### src/rtl/irqc_pkg.sv
package irqc_pkg;

    // Address-map region selected by the decoder
    typedef enum logic [2:0] {
        RG_NONE,
        RG_PRIO,
        RG_PEND,
        RG_IE,
        RG_THR,
        RG_CC,
        RG_SWI
    } irqc_region_e;

endpackage

### src/rtl/irqc_addr_dec.sv
module irqc_addr_dec
    import irqc_pkg::*;
#(
    parameter int SRC_COUNT  = 40,
    parameter int TGT_COUNT  = 2,
    parameter int HART_COUNT = 2,
    parameter int DATA_W     = 32,
    parameter int ADDR_W     = 8
) (
    input  logic [ADDR_W-1:0] addr,
    output irqc_region_e      region,
    output logic [ADDR_W-1:0] offset
);
    localparam int          WORDS     = (SRC_COUNT + DATA_W - 1) / DATA_W;
    localparam logic [31:0] PEND_BASE = 32'(SRC_COUNT);
    localparam logic [31:0] IE_BASE   = PEND_BASE + 32'(WORDS);
    localparam logic [31:0] THR_BASE  = IE_BASE + 32'(TGT_COUNT * WORDS);
    localparam logic [31:0] CC_BASE   = THR_BASE + 32'(TGT_COUNT);
    localparam logic [31:0] SWI_BASE  = CC_BASE + 32'(TGT_COUNT);
    localparam logic [31:0] MAP_END   = SWI_BASE + 32'(HART_COUNT);

    logic [31:0] a;

    always_comb begin
        a      = 32'(addr);
        region = RG_NONE;
        offset = '0;
        if (a < PEND_BASE) begin
            region = RG_PRIO;
            offset = ADDR_W'(a);
        end else if (a < IE_BASE) begin
            region = RG_PEND;
            offset = ADDR_W'(a - PEND_BASE);
        end else if (a < THR_BASE) begin
            region = RG_IE;
            offset = ADDR_W'(a - IE_BASE);
        end else if (a < CC_BASE) begin
            region = RG_THR;
            offset = ADDR_W'(a - THR_BASE);
        end else if (a < SWI_BASE) begin
            region = RG_CC;
            offset = ADDR_W'(a - CC_BASE);
        end else if (a < MAP_END) begin
            region = RG_SWI;
            offset = ADDR_W'(a - SWI_BASE);
        end
    end

    // a selected claim/complete word always names an existing target
    always_comb begin
        assert_cc_offset_in_range_R10: assert (region != RG_CC || 32'(offset) < 32'(TGT_COUNT));
    end

endmodule

### src/rtl/irqc_cfg_store.sv
module irqc_cfg_store
    import irqc_pkg::*;
#(
    parameter int SRC_COUNT  = 40,
    parameter int TGT_COUNT  = 2,
    parameter int HART_COUNT = 2,
    parameter int DATA_W     = 32,
    parameter int ADDR_W     = 8,
    parameter int PRIO_W     = 3
) (
    input  logic                          clk,
    input  logic                          rst_n,
    input  logic                          wr_en,
    input  irqc_region_e                  region,
    input  logic [ADDR_W-1:0]             offset,
    input  logic [DATA_W-1:0]             wdata,
    output logic [SRC_COUNT*PRIO_W-1:0]   prio_q,
    output logic [TGT_COUNT*SRC_COUNT-1:0] ie_q,
    output logic [TGT_COUNT*PRIO_W-1:0]   thr_q,
    output logic [HART_COUNT-1:0]         swi_q,
    output logic [DATA_W-1:0]             cfg_rdata
);
    localparam int WORDS = (SRC_COUNT + DATA_W - 1) / DATA_W;

    always_ff @(posedge clk or negedge rst_n) begin
        if (!rst_n) begin
            prio_q <= '0;
            ie_q   <= '0;
            thr_q  <= '0;
            swi_q  <= '0;
        end else if (wr_en) begin
            for (int i = 0; i < SRC_COUNT; i++) begin
                if (region == RG_PRIO && offset == ADDR_W'(i))
                    prio_q[i*PRIO_W +: PRIO_W] <= wdata[PRIO_W-1:0];
            end
            for (int t = 0; t < TGT_COUNT; t++) begin
                for (int i = 0; i < SRC_COUNT; i++) begin
                    if (region == RG_IE && offset == ADDR_W'(t * WORDS + i / DATA_W))
                        ie_q[t*SRC_COUNT + i] <= wdata[i % DATA_W];
                end
                if (region == RG_THR && offset == ADDR_W'(t))
                    thr_q[t*PRIO_W +: PRIO_W] <= wdata[PRIO_W-1:0];
            end
            for (int h = 0; h < HART_COUNT; h++) begin
                if (region == RG_SWI && offset == ADDR_W'(h))
                    swi_q[h] <= wdata[0];
            end
        end
    end

    always_comb begin
        cfg_rdata = '0;
        unique case (region)
            RG_PRIO: begin
                for (int i = 0; i < SRC_COUNT; i++)
                    if (offset == ADDR_W'(i))
                        cfg_rdata = DATA_W'(prio_q[i*PRIO_W +: PRIO_W]);
            end
            RG_IE: begin
                for (int t = 0; t < TGT_COUNT; t++)
                    for (int w = 0; w < WORDS; w++)
                        if (offset == ADDR_W'(t * WORDS + w))
                            for (int b = 0; b < DATA_W; b++)
                                if (w * DATA_W + b < SRC_COUNT)
                                    cfg_rdata[b] = ie_q[t*SRC_COUNT + w*DATA_W + b];
            end
            RG_THR: begin
                for (int t = 0; t < TGT_COUNT; t++)
                    if (offset == ADDR_W'(t))
                        cfg_rdata = DATA_W'(thr_q[t*PRIO_W +: PRIO_W]);
            end
            RG_SWI: begin
                for (int h = 0; h < HART_COUNT; h++)
                    if (offset == ADDR_W'(h))
                        cfg_rdata = DATA_W'(swi_q[h]);
            end
            default: cfg_rdata = '0;
        endcase
    end

    // the first cycle out of reset starts from a cleared configuration
    assert_reset_clear_R1: assert property (@(posedge clk) disable iff (!rst_n)
        $rose(rst_n) |-> (prio_q == '0 && ie_q == '0 && thr_q == '0 && swi_q == '0));

    // a write aimed at the pending view leaves every stored field alone
    assert_pend_write_inert_R5: assert property (@(posedge clk) disable iff (!rst_n)
        (wr_en && region == RG_PEND) |=> ($stable(prio_q) && $stable(ie_q) && $stable(thr_q) && $stable(swi_q)));

    // an unmapped write leaves every stored field alone
    assert_unmapped_write_inert_R9: assert property (@(posedge clk) disable iff (!rst_n)
        (wr_en && region == RG_NONE) |=> ($stable(prio_q) && $stable(ie_q) && $stable(thr_q) && $stable(swi_q)));

endmodule

### src/rtl/irqc_cc_port.sv
module irqc_cc_port
    import irqc_pkg::*;
#(
    parameter int SRC_COUNT = 40,
    parameter int TGT_COUNT = 2,
    parameter int DATA_W    = 32,
    parameter int ADDR_W    = 8,
    parameter int ID_W      = 6,
    parameter int TGT_W     = 1
) (
    input  logic                      clk,
    input  logic                      rst_n,
    input  logic                      rd_en,
    input  logic                      wr_en,
    input  irqc_region_e              region,
    input  logic [ADDR_W-1:0]         offset,
    input  logic [DATA_W-1:0]         wdata,
    input  logic [TGT_COUNT*ID_W-1:0] win_id,
    output logic [DATA_W-1:0]         cc_rdata,
    output logic                      claim_valid,
    output logic [TGT_W-1:0]          claim_tgt,
    output logic [ID_W-1:0]           claim_id,
    output logic                      complete_valid,
    output logic [TGT_W-1:0]          complete_tgt,
    output logic [ID_W-1:0]           complete_id
);
    logic [ID_W-1:0] sel_id;
    logic            cc_hit;
    logic            do_claim;
    logic            do_complete;

    always_comb begin
        sel_id = '0;
        for (int t = 0; t < TGT_COUNT; t++)
            if (offset == ADDR_W'(t))
                sel_id = win_id[t*ID_W +: ID_W];
        cc_hit      = (region == RG_CC);
        cc_rdata    = DATA_W'(sel_id);
        do_claim    = rd_en && cc_hit && (sel_id != '0);
        do_complete = wr_en && cc_hit && (wdata != '0) && (wdata < DATA_W'(SRC_COUNT));
    end

    always_ff @(posedge clk or negedge rst_n) begin
        if (!rst_n) begin
            claim_valid    <= 1'b0;
            claim_tgt      <= '0;
            claim_id       <= '0;
            complete_valid <= 1'b0;
            complete_tgt   <= '0;
            complete_id    <= '0;
        end else begin
            claim_valid    <= do_claim;
            claim_tgt      <= do_claim ? TGT_W'(offset) : '0;
            claim_id       <= do_claim ? sel_id : '0;
            complete_valid <= do_complete;
            complete_tgt   <= do_complete ? TGT_W'(offset) : '0;
            complete_id    <= do_complete ? wdata[ID_W-1:0] : '0;
        end
    end

    // a claim only follows a read request
    assert_claim_after_read_R6: assert property (@(posedge clk) disable iff (!rst_n)
        claim_valid |-> $past(rd_en));

    // a completion only follows a write and names a real source
    assert_complete_after_write_R7: assert property (@(posedge clk) disable iff (!rst_n)
        complete_valid |-> ($past(wr_en) && complete_id != '0 && 32'(complete_id) < 32'(SRC_COUNT)));

    // claim and completion never coincide
    assert_pulses_exclusive_R10: assert property (@(posedge clk) disable iff (!rst_n)
        !(claim_valid && complete_valid));

endmodule

### src/rtl/irqc_regs.sv
module irqc_regs
    import irqc_pkg::*;
#(
    parameter int SRC_COUNT  = 40,
    parameter int TGT_COUNT  = 2,
    parameter int HART_COUNT = 2,
    parameter int PRIO_MAX   = 7,
    parameter int DATA_W     = 32,
    parameter int ADDR_W     = 8,
    localparam int PRIO_W    = $clog2(PRIO_MAX + 1),
    localparam int ID_W      = $clog2(SRC_COUNT),
    localparam int TGT_W     = (TGT_COUNT > 1) ? $clog2(TGT_COUNT) : 1
) (
    input  logic                           clk,
    input  logic                           rst_n,
    input  logic                           req_valid,
    input  logic                           req_write,
    input  logic [ADDR_W-1:0]              req_addr,
    input  logic [DATA_W-1:0]              req_wdata,
    output logic                           rsp_valid,
    output logic [DATA_W-1:0]              rsp_rdata,
    input  logic [SRC_COUNT-1:0]           src_pending,
    input  logic [TGT_COUNT*ID_W-1:0]      tgt_win_id,
    output logic [SRC_COUNT*PRIO_W-1:0]    cfg_prio,
    output logic [TGT_COUNT*SRC_COUNT-1:0] cfg_enable,
    output logic [TGT_COUNT*PRIO_W-1:0]    cfg_thresh,
    output logic [HART_COUNT-1:0]          soft_irq,
    output logic                           claim_valid,
    output logic [TGT_W-1:0]               claim_tgt,
    output logic [ID_W-1:0]                claim_id,
    output logic                           complete_valid,
    output logic [TGT_W-1:0]               complete_tgt,
    output logic [ID_W-1:0]                complete_id
);
    localparam int WORDS = (SRC_COUNT + DATA_W - 1) / DATA_W;

    irqc_region_e      region;
    logic [ADDR_W-1:0] offset;
    logic              rd_en;
    logic              wr_en;
    logic [DATA_W-1:0] cfg_rdata;
    logic [DATA_W-1:0] cc_rdata;
    logic [DATA_W-1:0] pend_rdata;
    logic [DATA_W-1:0] rd_next;

    assign rd_en = req_valid && !req_write;
    assign wr_en = req_valid && req_write;

    irqc_addr_dec #(
        .SRC_COUNT (SRC_COUNT),
        .TGT_COUNT (TGT_COUNT),
        .HART_COUNT(HART_COUNT),
        .DATA_W    (DATA_W),
        .ADDR_W    (ADDR_W)
    ) u_dec (
        .addr  (req_addr),
        .region(region),
        .offset(offset)
    );

    irqc_cfg_store #(
        .SRC_COUNT (SRC_COUNT),
        .TGT_COUNT (TGT_COUNT),
        .HART_COUNT(HART_COUNT),
        .DATA_W    (DATA_W),
        .ADDR_W    (ADDR_W),
        .PRIO_W    (PRIO_W)
    ) u_store (
        .clk      (clk),
        .rst_n    (rst_n),
        .wr_en    (wr_en),
        .region   (region),
        .offset   (offset),
        .wdata    (req_wdata),
        .prio_q   (cfg_prio),
        .ie_q     (cfg_enable),
        .thr_q    (cfg_thresh),
        .swi_q    (soft_irq),
        .cfg_rdata(cfg_rdata)
    );

    irqc_cc_port #(
        .SRC_COUNT(SRC_COUNT),
        .TGT_COUNT(TGT_COUNT),
        .DATA_W   (DATA_W),
        .ADDR_W   (ADDR_W),
        .ID_W     (ID_W),
        .TGT_W    (TGT_W)
    ) u_cc (
        .clk           (clk),
        .rst_n         (rst_n),
        .rd_en         (rd_en),
        .wr_en         (wr_en),
        .region        (region),
        .offset        (offset),
        .wdata         (req_wdata),
        .win_id        (tgt_win_id),
        .cc_rdata      (cc_rdata),
        .claim_valid   (claim_valid),
        .claim_tgt     (claim_tgt),
        .claim_id      (claim_id),
        .complete_valid(complete_valid),
        .complete_tgt  (complete_tgt),
        .complete_id   (complete_id)
    );

    // Pending view: read-only window onto the gateway outputs
    always_comb begin
        pend_rdata = '0;
        for (int w = 0; w < WORDS; w++)
            if (offset == ADDR_W'(w))
                for (int b = 0; b < DATA_W; b++)
                    if (w * DATA_W + b < SRC_COUNT)
                        pend_rdata[b] = src_pending[w*DATA_W + b];
    end

    always_comb begin
        unique case (region)
            RG_PEND: rd_next = pend_rdata;
            RG_CC:   rd_next = cc_rdata;
            default: rd_next = cfg_rdata;
        endcase
    end

    always_ff @(posedge clk or negedge rst_n) begin
        if (!rst_n) begin
            rsp_valid <= 1'b0;
            rsp_rdata <= '0;
        end else begin
            rsp_valid <= rd_en;
            rsp_rdata <= rd_en ? rd_next : '0;
        end
    end

    // read data appears exactly one cycle after a read request
    assert_rsp_after_read_R9: assert property (@(posedge clk) disable iff (!rst_n)
        rsp_valid |-> $past(rd_en));

    // an unmapped read returns zero
    assert_unmapped_zero_R9: assert property (@(posedge clk) disable iff (!rst_n)
        (rd_en && region == RG_NONE) |=> (rsp_rdata == '0));

    // a claim comes with a read response carrying the same ID
    assert_claim_matches_rsp_R6: assert property (@(posedge clk) disable iff (!rst_n)
        claim_valid |-> (rsp_valid && rsp_rdata == DATA_W'(claim_id)));

endmodule

### config.mk
export PLATFORM = sky130hd
export DESIGN_NAME = irqc_regs
export DESIGN_NICKNAME = d
export VERILOG_FILES = /design/src/rtl/irqc_pkg.sv /design/src/rtl/irqc_addr_dec.sv /design/src/rtl/irqc_cfg_store.sv /design/src/rtl/irqc_cc_port.sv /design/src/rtl/irqc_regs.sv
export SDC_FILE = /design/constraint.sdc
export NUM_CORES = 1
export LEC_CHECK = 0
export BUFFER_PORTS_ARGS = -buffer_cell sky130_fd_sc_hd__buf_4
export CORE_MARGIN = 1
export CORE_UTILIZATION = 30
export CTS_CLUSTER_SIZE = 16
export DETAILED_ROUTE_END_ITERATION = 16
export PLACE_DENSITY = 0.6
export SYNTH_ARGS = -nofsm -noshare
export SYNTH_HDL_FRONTEND = slang
export SYNTH_SLANG_ARGS = --single-unit
### constraint.sdc
create_clock -name clk -period 1.7 [get_ports clk]
set_input_delay 0.085 -clock clk [delete_from_list [all_inputs] [get_ports clk]]
set_output_delay 0.085 -clock clk [all_outputs]
set_load 0.05 [all_outputs]
==> impl_results.md, run 1 <==
* Clk buf depth at 3
* Top FF cell, synth: dfrtp_1
* Fmax at 408.7 MHz
* H-tree levels at 1
* Fill cells at 3599
* Fin Clk Skew at 0.01150 ns
* Die height at 209.7 um
* Max-cap violations at 0
* Slew margin rel. at 0.5852
* Vias in the first global route at 13981
* GP Congestion at 0.9823
* Tcrit/Tclk final at 1.439
* CP arrival at 2.95 ns
* Critical path fanouts, max at 6
* Multi-input gate area at 7467 um2
* Leak at 10.85 nW
* RSZ-0062 raised after global routing: yes
* Mean post-synth cell area at 10.95 um2
* Cts bufs inserted at 30
* Synth-to-layout area growth at 73.91%
* Met3 usage at 0.07078
* CTS tree: yes
* Share of layout cells above drive strength 1 at 0.5830
* ANT nets after route at 0
* Die Width at 209.7 um
* Clk pin slew, worst setup/hold paths at 0.06 ns
* DRC Markers at 0
* Final Hold Vio Count at 0
* Post-Syn Nets at 1286
* Comb power frac at 0.264
* Initial antenna violation count at 2
* Number of vias per cell at 5.422
* Final min period at 2.447 ns
* Status: finished, violations left
* Pwr per Cell Area at 809.6 nW/um2
* Cell area after synthesis at 12940 um2
* Die area at 43960 um2
* All-Layer GR Usage at 0.2759
* Wirelength per Cell at 24.93 um
* CORE AREA at 42230 um2
* Detailed Route Iter0 Violations at 1217
* Grt peak-use layer: met2
* Worst setup EP type: flop
* Syn Inst Count at 1181
* Row count at 75
* Routed via count at 13441
* Worst Tran Pin Value at 0.6223 ns
* Clk_lat worst skew at 0.58 ns
* Final core occ at 0.5328
* Nets@finish at 2022
* Root buffer cell: clkbuf_16
* Startpoint types: input port
* Slew Limit Fails at 0
* Grt met2 use at 0.4678
* N_diodes at 0
* Seq cells post-synth at 257
* Power share of the clock group at 0.367
* Pin count of the biggest net entering global routing at 67
* Switching share of power at 0.3177
* Max VDD drop at 783.8 uV
* Routed WL at 61810 um
* Io pins at 353
* Reg area at 6431 um2
* Post-synth EDFFs at 0
* Netlist cell types at 80
* Overall power at 18.21 mW
* Dpl hpwl at 45050 um
* Post-synthesis sequential area ratio at 0.4971
* Final setup violation count at 248
* # port buffers at 352
* Yosys warns at 0
* Pre-Repair DR Iteration Count at 5
* Reg power frac at 0.369
* Ys async rst share at 1.000
* Worst min path class: in2reg
* Clock sink total at 257
* Pint at 12.43 mW
* CP Class: in2reg
* Psw at 5.786 mW
* First-pass GRT wire length at 90670 um
* Starting Density at 0.3064
* Final worst slack at -0.7468 ns
* Worst Path Required at 2.20 ns
* M1 GR Usage at 0.3287
* Overflow after GRT at 0
* Failing checks: setup timing
through the flow:
step                      area (um2)  worst slack, ns  hold WS [ns]  cells  TNS (ns)
after CTS                      22350          -0.6825     0.0007068   2475   -122.08
after floorplan                13490           -1.264       -0.2106   1181   -254.11
after detailed placement       18880           -1.560     -0.009387   2286   -315.06
after global placement         18880           -1.557     -0.009007   2286   -312.46
final                          22500          -0.7468       0.02391   2479   -131.74
after global routing           22500          -0.8475       0.02762   2479   -154.95
critical path, cell delays in order:
cell	delay, ns
buf_12	0.11
ha_4	0.16
or3_4	0.34
or3_4	0.36
a311o_2	0.43
buf_6	0.15
nand3_2	0.06
buf_6	0.15
o22ai_2	0.09
and3_4	0.17
o22ai_2	0.18
a22oi_2	0.08
o221a_2	0.34
o31ai_2	0.21
final cells by class:
class,instances,area share
clock buffers,39,0.03709
clock inverters,16,0.008286
inverters,10,0.001891
multi-input cells,833,0.3319
flip-flops and latches,257,0.2858
well taps,539,0.02997
repair buffers,785,0.3050
metal layers:
layer | vias up | part of all wire
met4 | 2 | 0.048
met3 | 155 | 0.086
met2 | 689 | 0.48
li1 | 5884 | -
met1 | 6711 | 0.39
met5 | - | 0.00021
flip-flops by register name, indices dropped and copies added, names as in the netlist, 2 cells and up:
signal            flops
u_store.swi_q         2
u_cc.complete_id      6
u_store.thr_q         6
u_store.ie_q         80
rsp_rdata            32
u_store.prio_q      120
u_cc.claim_id         6
kinds of logic (layout without fill, tap and decap cells):
| logic type | after synthesis | in the layout | share of synthesized area |
|---|---|---|---|
| flops | 257 | 257 | 0.4971 |
| buf+inv | 92 | 850 | 0.02998 |
| fa+ha+maj | 9 | 9 | 0.008704 |
| simple gates | 328 | 329 | 0.1238 |
| mux | 222 | 222 | 0.1920 |
| compound gates | 273 | 273 | 0.1485 |
synth_stat cells (all sizes together) (3+ instances only):
cell type  count  share of area
dfrtp        257           0.50
mux2         209           0.18
nor2         114          0.034
nand2         78          0.023
a21oi         66          0.026
clkbuf        61          0.018
a22oi         50          0.029
nor3          36          0.016
o21ai         27          0.011
nand3         26          0.010
buf           21         0.0094
and2          15         0.0073
nor4          15          0.010
mux2i         13          0.010
o22ai         13         0.0063
a211oi        12         0.0074
a31oi         12         0.0058
nand4         11         0.0053
a22o          10         0.0068
ha             9         0.0087
inv            9         0.0026
o31ai          9         0.0052
o211ai         7         0.0041
and3           6         0.0029
a221oi         5         0.0034
o2111ai        5         0.0034
o21a           5         0.0029
o31a           5         0.0034
a2111oi        4         0.0027
a21o           4         0.0023
nor2b          4         0.0019
o221ai         4         0.0027
o32ai          4         0.0027
or3            4         0.0023
or4            4         0.0023
a211o          3         0.0020
a41oi          3         0.0020
nand2b         3         0.0015
o22a           3         0.0020
o41ai          3         0.0020
what timing repair did:
item                                    CTS  global route
pin swaps                                56            31
endpoints found under the setup margin  248           255
hold buffers                             76             0
gates resized for setup                 233            36
hold endpoints to repair                364             0
cloned                                   12             0
setup buffers                            55             7
path summary, 6_finish.rpt:
kind | from | endpoint | slack [ns] | depth (start not counted)
min in group asynchronous | rst_n | u_store.ie_q[20]$_DFFE_PN0P_ | 0.09 | 3
worst max register to register | u_store.prio_q[16]$_DFFE_PN0P_ | rsp_rdata[1]$_DFF_PN0_ | -0.48 | 9
worst min register to register | u_store.ie_q[17]$_DFFE_PN0P_ | u_store.ie_q[17]$_DFFE_PN0P_ | 0.55 | 1
worst max-delay path | req_addr[5] | rsp_rdata[0]$_DFF_PN0_ | -0.75 | 14
worst min-delay path | src_pending[37] | rsp_rdata[5]$_DFF_PN0_ | 0.02 | 4
max in group asynchronous | rst_n | u_store.prio_q[81]$_DFFE_PN0P_ | 1.21 | 4
layout by cell type, fill, tap and decap left out, types with 9 or more instances in the layout:
master         count
mux2_4           108
dlygate4sd3_1     75
o21ai_0           20
a21oi_1           55
mux2_2           101
clkbuf_16         30
a22oi_1           24
o22ai_1            9
nor3_1            21
nand2_1           57
buf_12            36
mux2i_1           13
nor2_1            93
dfrtp_1          257
a31oi_1           12
nor3_4             9
nand3_1           17
a22oi_2           26
nor2_2            13
and2_1            10
nand4_1           11
nand2_2            9
buf_6             37
buf_4            622
power by group through the flow:
stage | clock (mW) | combinational, mW | sequential (mW)
final | 6.68 | 4.81 | 6.72
after global routing | 7.03 | 5.01 | 6.74
after CTS | 6.78 | 4.68 | 6.70
after detailed placement | 0 | 3.97 | 6.79
after global placement | 0 | 3.96 | 6.79
after floorplan | 0 | 1.20 | 7.68
(Power assumes the default switching activity.)
==> run 2, diff against run 1 <==
--- a/config.mk
+++ b/config.mk
@@ -10,7 +10,7 @@
 export CORE_UTILIZATION = 30
 export CTS_CLUSTER_SIZE = 16
 export DETAILED_ROUTE_END_ITERATION = 16
-export PLACE_DENSITY = 0.6
+export PLACE_DENSITY_LB_ADDON = 0.12
 export SYNTH_ARGS = -nofsm -noshare
 export SYNTH_HDL_FRONTEND = slang
 export SYNTH_SLANG_ARGS = --single-unit
==> constraint.sdc (replaced) <==
create_clock -name clk -period 2.85 [get_ports clk]
set_input_delay 0.1425 -clock clk [delete_from_list [all_inputs] [get_ports clk]]
set_output_delay 0.1425 -clock clk [all_outputs]
set_load 0.05 [all_outputs]
==> run 2 against run 1 <==
Compared with the run above: the flow now finishes without violations; first-iteration DRC count fell by 20%; design area fell by 13%; power fell by 44%; critical endpoint is now rsp_rdata[1]$_DFF_PN0_; largest cell class is now sequential cells.
==> impl_results.md, run 2 (synthesis gave the netlist of run 1 again) <==
* Fin Clk Skew at 0.01243 ns (+0.0009314 ns)
* Max-cap violations at 0 (unchanged)
* Largest register FFs at 120 (unchanged)
* ANT nets after route at 0 (unchanged)
* CP arrival at 3.16 ns (+0.21 ns)
* First-pass GRT wire length at 83220 um (-8.2%)
* GP Congestion at 0.9603 (-2.2%)
* Die height at 209.7 um (unchanged)
* Io pins at 353 (unchanged)
* Fmax at 367.2 MHz
* Fill cells at 4009 (+11%)
* Leak at 9.561 nW (-12%)
* Pwr per Cell Area at 514.4 nW/um2 (-36%)
* Clk_lat worst skew at 0.57 ns (about the same)
* All-Layer GR Usage at 0.2512 (-0.02469)
* Initial antenna violation count at 0 (-2)
* Nets@finish at 1879 (-7.1%)
* Vias in the first global route at 12858 (-8.0%)
* Starting Density at 0.3064 (unchanged)
* Final Hold Vio Count at 0 (unchanged)
* Worst setup EP type: flop
* Pre-Repair DR Iteration Count at 5 (unchanged)
* Detailed Route Iter0 Violations at 976 (-20%)
* Number of vias per cell at 5.327 (-1.8%)
* CP Class: in2reg
* Final core occ at 0.4658 (-0.06696)
* Startpoint types: input port
* Critical path fanouts, max at 5 (-1)
* RSZ-0062 raised after global routing: no
* Routed via count at 12427 (-7.5%)
* Clock sink total at 257 (unchanged)
* CP Cell Sequence: buf_4, ha_4, or3_1, or3_4, a311o_2, nand3_1, buf_4, nor2_1, o31ai_1, o221ai_1, o31ai_1, a31oi_1
* Placed insts at 2207 (-3.5%)
* Worst Tran Pin Value at 0.7569 ns (+0.1346 ns)
* Synth-to-layout area growth at 52.05%
* Final setup violation count at 0 (-100%)
* Clk pin slew, worst setup/hold paths at 0.07 ns (about the same)
* WHS at 0.03771 ns (+0.01380 ns)
* Fin cells at 2333 (-5.9%)
* Die Width at 209.7 um (unchanged)
* N_diodes at 0 (unchanged)
* Share of layout cells above drive strength 1 at 0.4861 (-0.09693)
* Most common cell after layout, fill and taps aside: buf_4
* Wirelength per Cell at 23.89 um (-4.2%)
* DRC Markers at 0 (unchanged)
* CORE AREA at 42230 um2 (unchanged)
* CTS tree: yes
* Worst min path class: in2reg
* Biggest register: u_store.prio_q
* Cts bufs inserted at 29 (-3.3%)
* Tcrit/Tclk final at 0.9557
* Overflow after GRT at 0 (unchanged)
* Slew margin rel. at 0.4954 (-0.08976)
* CP max-delay cell: a311o_2
* Clk buf depth at 3 (unchanged)
* Pin count of the biggest net entering global routing at 86 (+28%)
* Crit path largest cell delay at 0.46 ns (+0.03 ns)
* Dpl hpwl at 42120 um (-6.5%)
* H-tree levels at 1 (unchanged)
* Worst Path Required at 3.29 ns (+1.09 ns)
* # port buffers at 352 (unchanged)
* Final min period at 2.724 ns
* Commonest non-fill, non-tap cells in the layout: 551 x buf_4, 257 x dfrtp_1, 205 x mux2_2, 109 x nor2_1, 74 x nand2_1
* Status: complete, no violations
* Max VDD drop at 408.8 uV (-48%)
* Root buffer cell: clkbuf_16
* Top flop regs: u_store.prio_q x120, u_store.ie_q x80, rsp_rdata x32
* Row count at 75 (unchanged)
* Routed WL at 55730 um (-9.8%)
* Slew Limit Fails at 0 (unchanged)
* Die area at 43960 um2 (unchanged)
## run 2: cell count changes in the layout (fill, tap and decap cells not counted), moves of 9 or more
| cell | delta |
|---|---|
| a22oi_1 | +25 |
| nor2_1 | +16 |
| nor2_2 | -11 |
| nand3_1 | +9 |
| buf_6 | -34 |
| mux2_2 | +104 |
| buf_4 | -71 |
| a22oi_2 | -25 |
| buf_12 | -19 |
| mux2_4 | -108 |
| nand2_1 | +17 |
## run 2: worst max-delay path, delay by kind of cell
family | cells | cell delay (ns)
simple gates | 4 | 1.04
compound gates | 5 | 1.50
buf+inv | 2 | 0.32
fa+ha+maj | 1 | 0.16
## run 2: per-stage QoR
| stage | total power [mW] | area (um2) | setup WS, ns | TNS [ns] |
|---|---|---|---|---|
| after CTS | 10.18 | 19570 | 0.01136 | 0 |
| after detailed placement | 6.243 | 17890 | -0.5713 | -67.35 |
| final | 10.12 | 19670 | 0.1263 | 0 |
| after global routing | 10.49 | 19670 | 0.005474 | 0 |
| after global placement | 6.236 | 17890 | -0.5630 | -70.68 |
| after floorplan | 5.206 | 13070 | -0.1716 | -7.938 |
## run 2: final timing paths
| check | startpoint | end | slack, ns | depth (start not counted) |
|---|---|---|---|---|
| worst min register to register | u_store.ie_q[23]$_DFFE_PN0P_ | u_store.ie_q[23]$_DFFE_PN0P_ | 0.53 | 1 |
| max in group asynchronous | rst_n | u_store.prio_q[82]$_DFFE_PN0P_ | 1.77 | 3 |
| worst max register to register | u_store.prio_q[13]$_DFFE_PN0P_ | rsp_rdata[1]$_DFF_PN0_ | 0.56 | 8 |
| min in group asynchronous | rst_n | rsp_rdata[16]$_DFF_PN0_ | 0.18 | 2 |
| worst min-delay path | tgt_win_id[3] | u_cc.claim_id[3]$_DFF_PN0_ | 0.04 | 3 |
| worst max-delay path | req_addr[4] | rsp_rdata[1]$_DFF_PN0_ | 0.13 | 12 |
## run 2: where the power goes
part / total [mW] / internal [mW] / leakage, nW / switching, mW
sequential: 3.99 / 3.82 / 3.55 / 0.171
clock: 3.83 / 2.27 / 0.465 / 1.56
combinational: 2.30 / 0.888 / 5.54 / 1.42
total: 10.1 / 6.97 / 9.56 / 3.15
## run 2: layer usage
| layer | global-route usage | part of all wire | routed length (um) | up-vias |
|---|---|---|---|---|
| li1 | - | - | - | 5590 |
| met1 | 0.3395 | 0.44 | 24410 | 6243 |
| met2 | 0.4233 | 0.48 | 26850 | 493 |
| met3 | 0.03262 | 0.052 | 2882 | 101 |
| met4 | 0.06595 | 0.028 | 1580 | 0 |
| met5 | 0 | 0 | 0 | - |
## run 2: repair_timing
action | CTS | global route
hold buffers | 72 | 0
resized for setup | 0 | 19
setup endpoints to repair | 0 | 19
hold endpoints to repair | 184 | 0
buffers inserted | 0 | 3
## run 2: cell type report
cell class | count | area, um2 | share of cell area
inverters | 10 | 37.54 | 0.001908
well taps | 539 | 674.4 | 0.03428
clock buffers | 41 | 820.8 | 0.04172
flip-flops and latches | 257 | 6431 | 0.3269
multi-input cells | 832 | 6324 | 0.3215
clock inverters | 10 | 137.6 | 0.006997
repair buffers | 644 | 5246 | 0.2667
==> run 3, diff against run 2 <==
--- a/config.mk
+++ b/config.mk
@@ -11,6 +11,8 @@
 export CTS_CLUSTER_SIZE = 16
 export DETAILED_ROUTE_END_ITERATION = 16
 export PLACE_DENSITY_LB_ADDON = 0.12
+export RECOVER_POWER = 100
+export SETUP_SLACK_MARGIN = 0.15
 export SYNTH_ARGS = -nofsm -noshare
 export SYNTH_HDL_FRONTEND = slang
 export SYNTH_SLANG_ARGS = --single-unit
==> run 3 against run 2 <==
Compared with the run above: the run now ends with capacitance limit, slew limit left; largest power group is now the clock network; critical path depth unchanged; sequential share of layout area up 1.3 points; flip-flop and latch count unchanged.
==> impl_results.md, run 3 (synthesis gave the netlist of run 1 again) <==
* Cts bufs inserted at 31 (+6.9%)
* RR Endpoint: rsp_rdata[1]$_DFF_PN0_
* CP arrival at 3.22 ns (+0.06 ns)
* Crit path largest cell delay at 0.47 ns (about the same)
* Die height at 209.7 um (unchanged)
* Vias in the first global route at 12759 (-0.77%)
* Slew Limit Fails at 95 (+95)
* Hold path cells at 5 (+2)
* Most common cell after layout, fill and taps aside: buf_4
* Fin Clk Skew at 0.02491 ns (+0.01248 ns)
* All-Layer GR Usage at 0.2584 (+0.007173)
* First-pass GRT wire length at 85060 um (+2.2%)
* GP Congestion at 0.9262 (-3.6%)
* RSZ-0062 raised after global routing: yes
* Final core occ at 0.4487 (-0.01716)
* Wirelength per Cell at 24.60 um (+3.0%)
* Clk_lat worst skew at 0.61 ns (+0.04 ns)
* Starting Density at 0.3064 (unchanged)
* Final min period at 2.728 ns (+0.004129 ns)
* CORE AREA at 42230 um2 (unchanged)
* Pint at 7.065 mW (+1.4%)
* Final Hold Vio Count at 0 (unchanged)
* Largest register FFs at 120 (unchanged)
* Worst Tran Pin Value at 2.438 ns (+1.681 ns)
* Switching share of power at 0.3168 (+0.005577)
* Root buffer cell: clkbuf_16
* Slew margin rel. at -0.6255 (-1.121)
* DRC Markers at 0 (unchanged)
* ANT nets after route at 0 (unchanged)
* Leak at 8.564 nW (-10%)
* Detailed Route Iter0 Violations at 824 (-16%)
* CP Class: in2reg
* Nets@finish at 1888 (+0.48%)
* Clk pin slew, worst setup/hold paths at 0.06 ns (about the same)
* Top flop regs: u_store.prio_q x120, u_store.ie_q x80, rsp_rdata x32
* Row count at 75 (unchanged)
* Overall power at 10.34 mW (+2.2%)
* Number of vias per cell at 5.307 (-0.36%)
* Die area at 43960 um2 (unchanged)
* Max VDD drop at 446.5 uV (+9.2%)
* Flop2flop setup slack at 0.58 ns (+0.02 ns)
* Psw at 3.276 mW (+4.0%)
* Final setup violation count at 0 (unchanged)
* Worst Path Buf+Inv at 4 (+2)
* CP max-delay cell: or3_1
* Pwr per Cell Area at 545.8 nW/um2 (+6.1%)
* Die Width at 209.7 um (unchanged)
* Dpl hpwl at 43730 um (+3.8%)
* Startpoint types: input port
* Routed WL at 57720 um (+3.6%)
* Comb power frac at 0.212 (-0.016)
* CTS tree: yes
* Family with the most delay on the worst path: simple AND/OR/NAND/NOR gates
* Commonest non-fill, non-tap cells in the layout: 281 x buf_4, 272 x clkbuf_1, 257 x dfrtp_1, 165 x mux2_2, 109 x nor2_1
* Biggest register: u_store.prio_q
* Hold Path Origin: src_pending[4]
* Synth-to-layout area growth at 46.45%
* Worst setup EP type: flop
* Io pins at 353 (unchanged)
* CP Cell Sequence: buf_4, ha_4, or3_1, or3_1, a311oi_4, o21ai_0, clkbuf_1, buf_4, nor2_1, buf_4, nand2_1, mux2_2
* Worst min path class: in2reg
* Max-cap violations at 1 (+1)
* Reg power frac at 0.385 (-0.009)
* # port buffers at 352 (unchanged)
* Most used cell, CP: buf_4
* H-tree levels at 1 (unchanged)
* Critical path fanouts, max at 5 (unchanged)
* Worst Path Required at 3.34 ns (+0.05 ns)
* Failing checks: capacitance limit, slew limit
* Initial antenna violation count at 2 (+2)
* Fin cells at 2346 (+0.56%)
* Pin count of the biggest net entering global routing at 96 (+12%)
* WHS at 0.03328 ns (-0.004428 ns)
* Routed via count at 12451 (+0.19%)
* Fmax at 366.6 MHz (-0.15%)
* Power share of the clock group at 0.403 (+0.025)
* Placed insts at 2212 (+0.23%)
* Overflow after GRT at 0 (unchanged)
* Tcrit/Tclk final at 0.9571 (+0.001449)
* Setup TNS at 0 ns (unchanged)
* Clock sink total at 257 (unchanged)
* Pre-Repair DR Iteration Count at 5 (unchanged)
* Share of layout cells above drive strength 1 at 0.3402 (-0.1459)
* Status: finished, violations left
* Worst Hold Endpoint: rsp_rdata[4]$_DFF_PN0_
* Clk buf depth at 3 (unchanged)
* R2R depth at 8 (unchanged)
* R2r startpoint: u_store.prio_q[13]$_DFFE_PN0P_
==> run 3: changes by cell type in the layout (fill, tap and decap cells not counted), moves of 4 or more <==
| cell | delta |
|---|---|
| buf_4 | -270 |
| clkbuf_1 | +265 |
| clkbuf_2 | +4 |
| clkbuf_8 | +4 |
| mux2_1 | +8 |
| mux2_2 | -40 |
| mux2_4 | +32 |
==> run 3: final cells by class <==
class / instances / area, um2
well taps: 539 / 674.4
flip-flops and latches: 257 / 6431
clock inverters: 12 / 156.4
fillers: 4288 / 23280
inverters: 10 / 37.54
repair buffers: 651 / 4262
clock buffers: 43 / 910.9
multi-input cells: 832 / 6470
diodes: 2 / 5.005
==> run 3: worst min-delay path: cells and delay by family <==
kind                   cells  cell delay [ns]
buffers and inverters      1             0.08
AOI/OAI and AO/OA          2             0.23
and+or+nand+nor            2             0.12
==> run 3: worst max path at each step <==
| stage | startpoint | to | slack [ns] | cells past startpoint |
|---|---|---|---|---|
| after global routing | req_addr[5] | u_store.ie_q[33]$_DFFE_PN0P_ | 0.06 | 14 |
| after detailed placement | req_addr[4] | rsp_rdata[0]$_DFF_PN0_ | -0.48 | 12 |
| after floorplan | req_addr[6] | rsp_rdata[1]$_DFF_PN0_ | -0.17 | 13 |
| after CTS | req_addr[4] | rsp_rdata[1]$_DFF_PN0_ | 0.16 | 14 |
| final | req_addr[5] | u_store.prio_q[80]$_DFFE_PN0P_ | 0.12 | 12 |
| after global placement | req_addr[4] | rsp_rdata[1]$_DFF_PN0_ | -0.44 | 16 |
==> run 3: layer usage <==
metal | vias up | track usage | share of wire
li1 | 5619 | - | -
met1 | 6213 | 0.3428 | 0.43
met2 | 500 | 0.4243 | 0.47
met3 | 119 | 0.05162 | 0.069
met4 | 0 | 0.07803 | 0.033
met5 | - | 0 | 0
==> run 3: what timing repair did <==
| item | 4_1_cts | 5_1_grt |
|---|---|---|
| endpoints found under the setup margin | 0 | 75 |
| setup buffers | 0 | 4 |
| hold endpoints to repair | 192 | 0 |
| gates resized for setup | 0 | 28 |
| hold buffers | 72 | 0 |
==> run 3: power groups by stage <==
stage,clock network (mW),registers [mW],logic (mW)
2_1_floorplan,0,4.58,0.648
3_3_place_gp,0,4.05,2.24
3_5_place_dp,0,4.05,2.24
4_1_cts,4.26,3.99,2.33
5_1_grt,4.40,4.00,2.32
6_report,4.16,3.98,2.20
==> run 3: through the flow <==
step,instance area [um2],setup slack [ns]
3_3_place_gp,18140,-0.4368
2_1_floorplan,13300,-0.1713
3_5_place_dp,18140,-0.4815
6_report,18950,0.1222
4_1_cts,19930,0.1614
5_1_grt,18940,0.05801
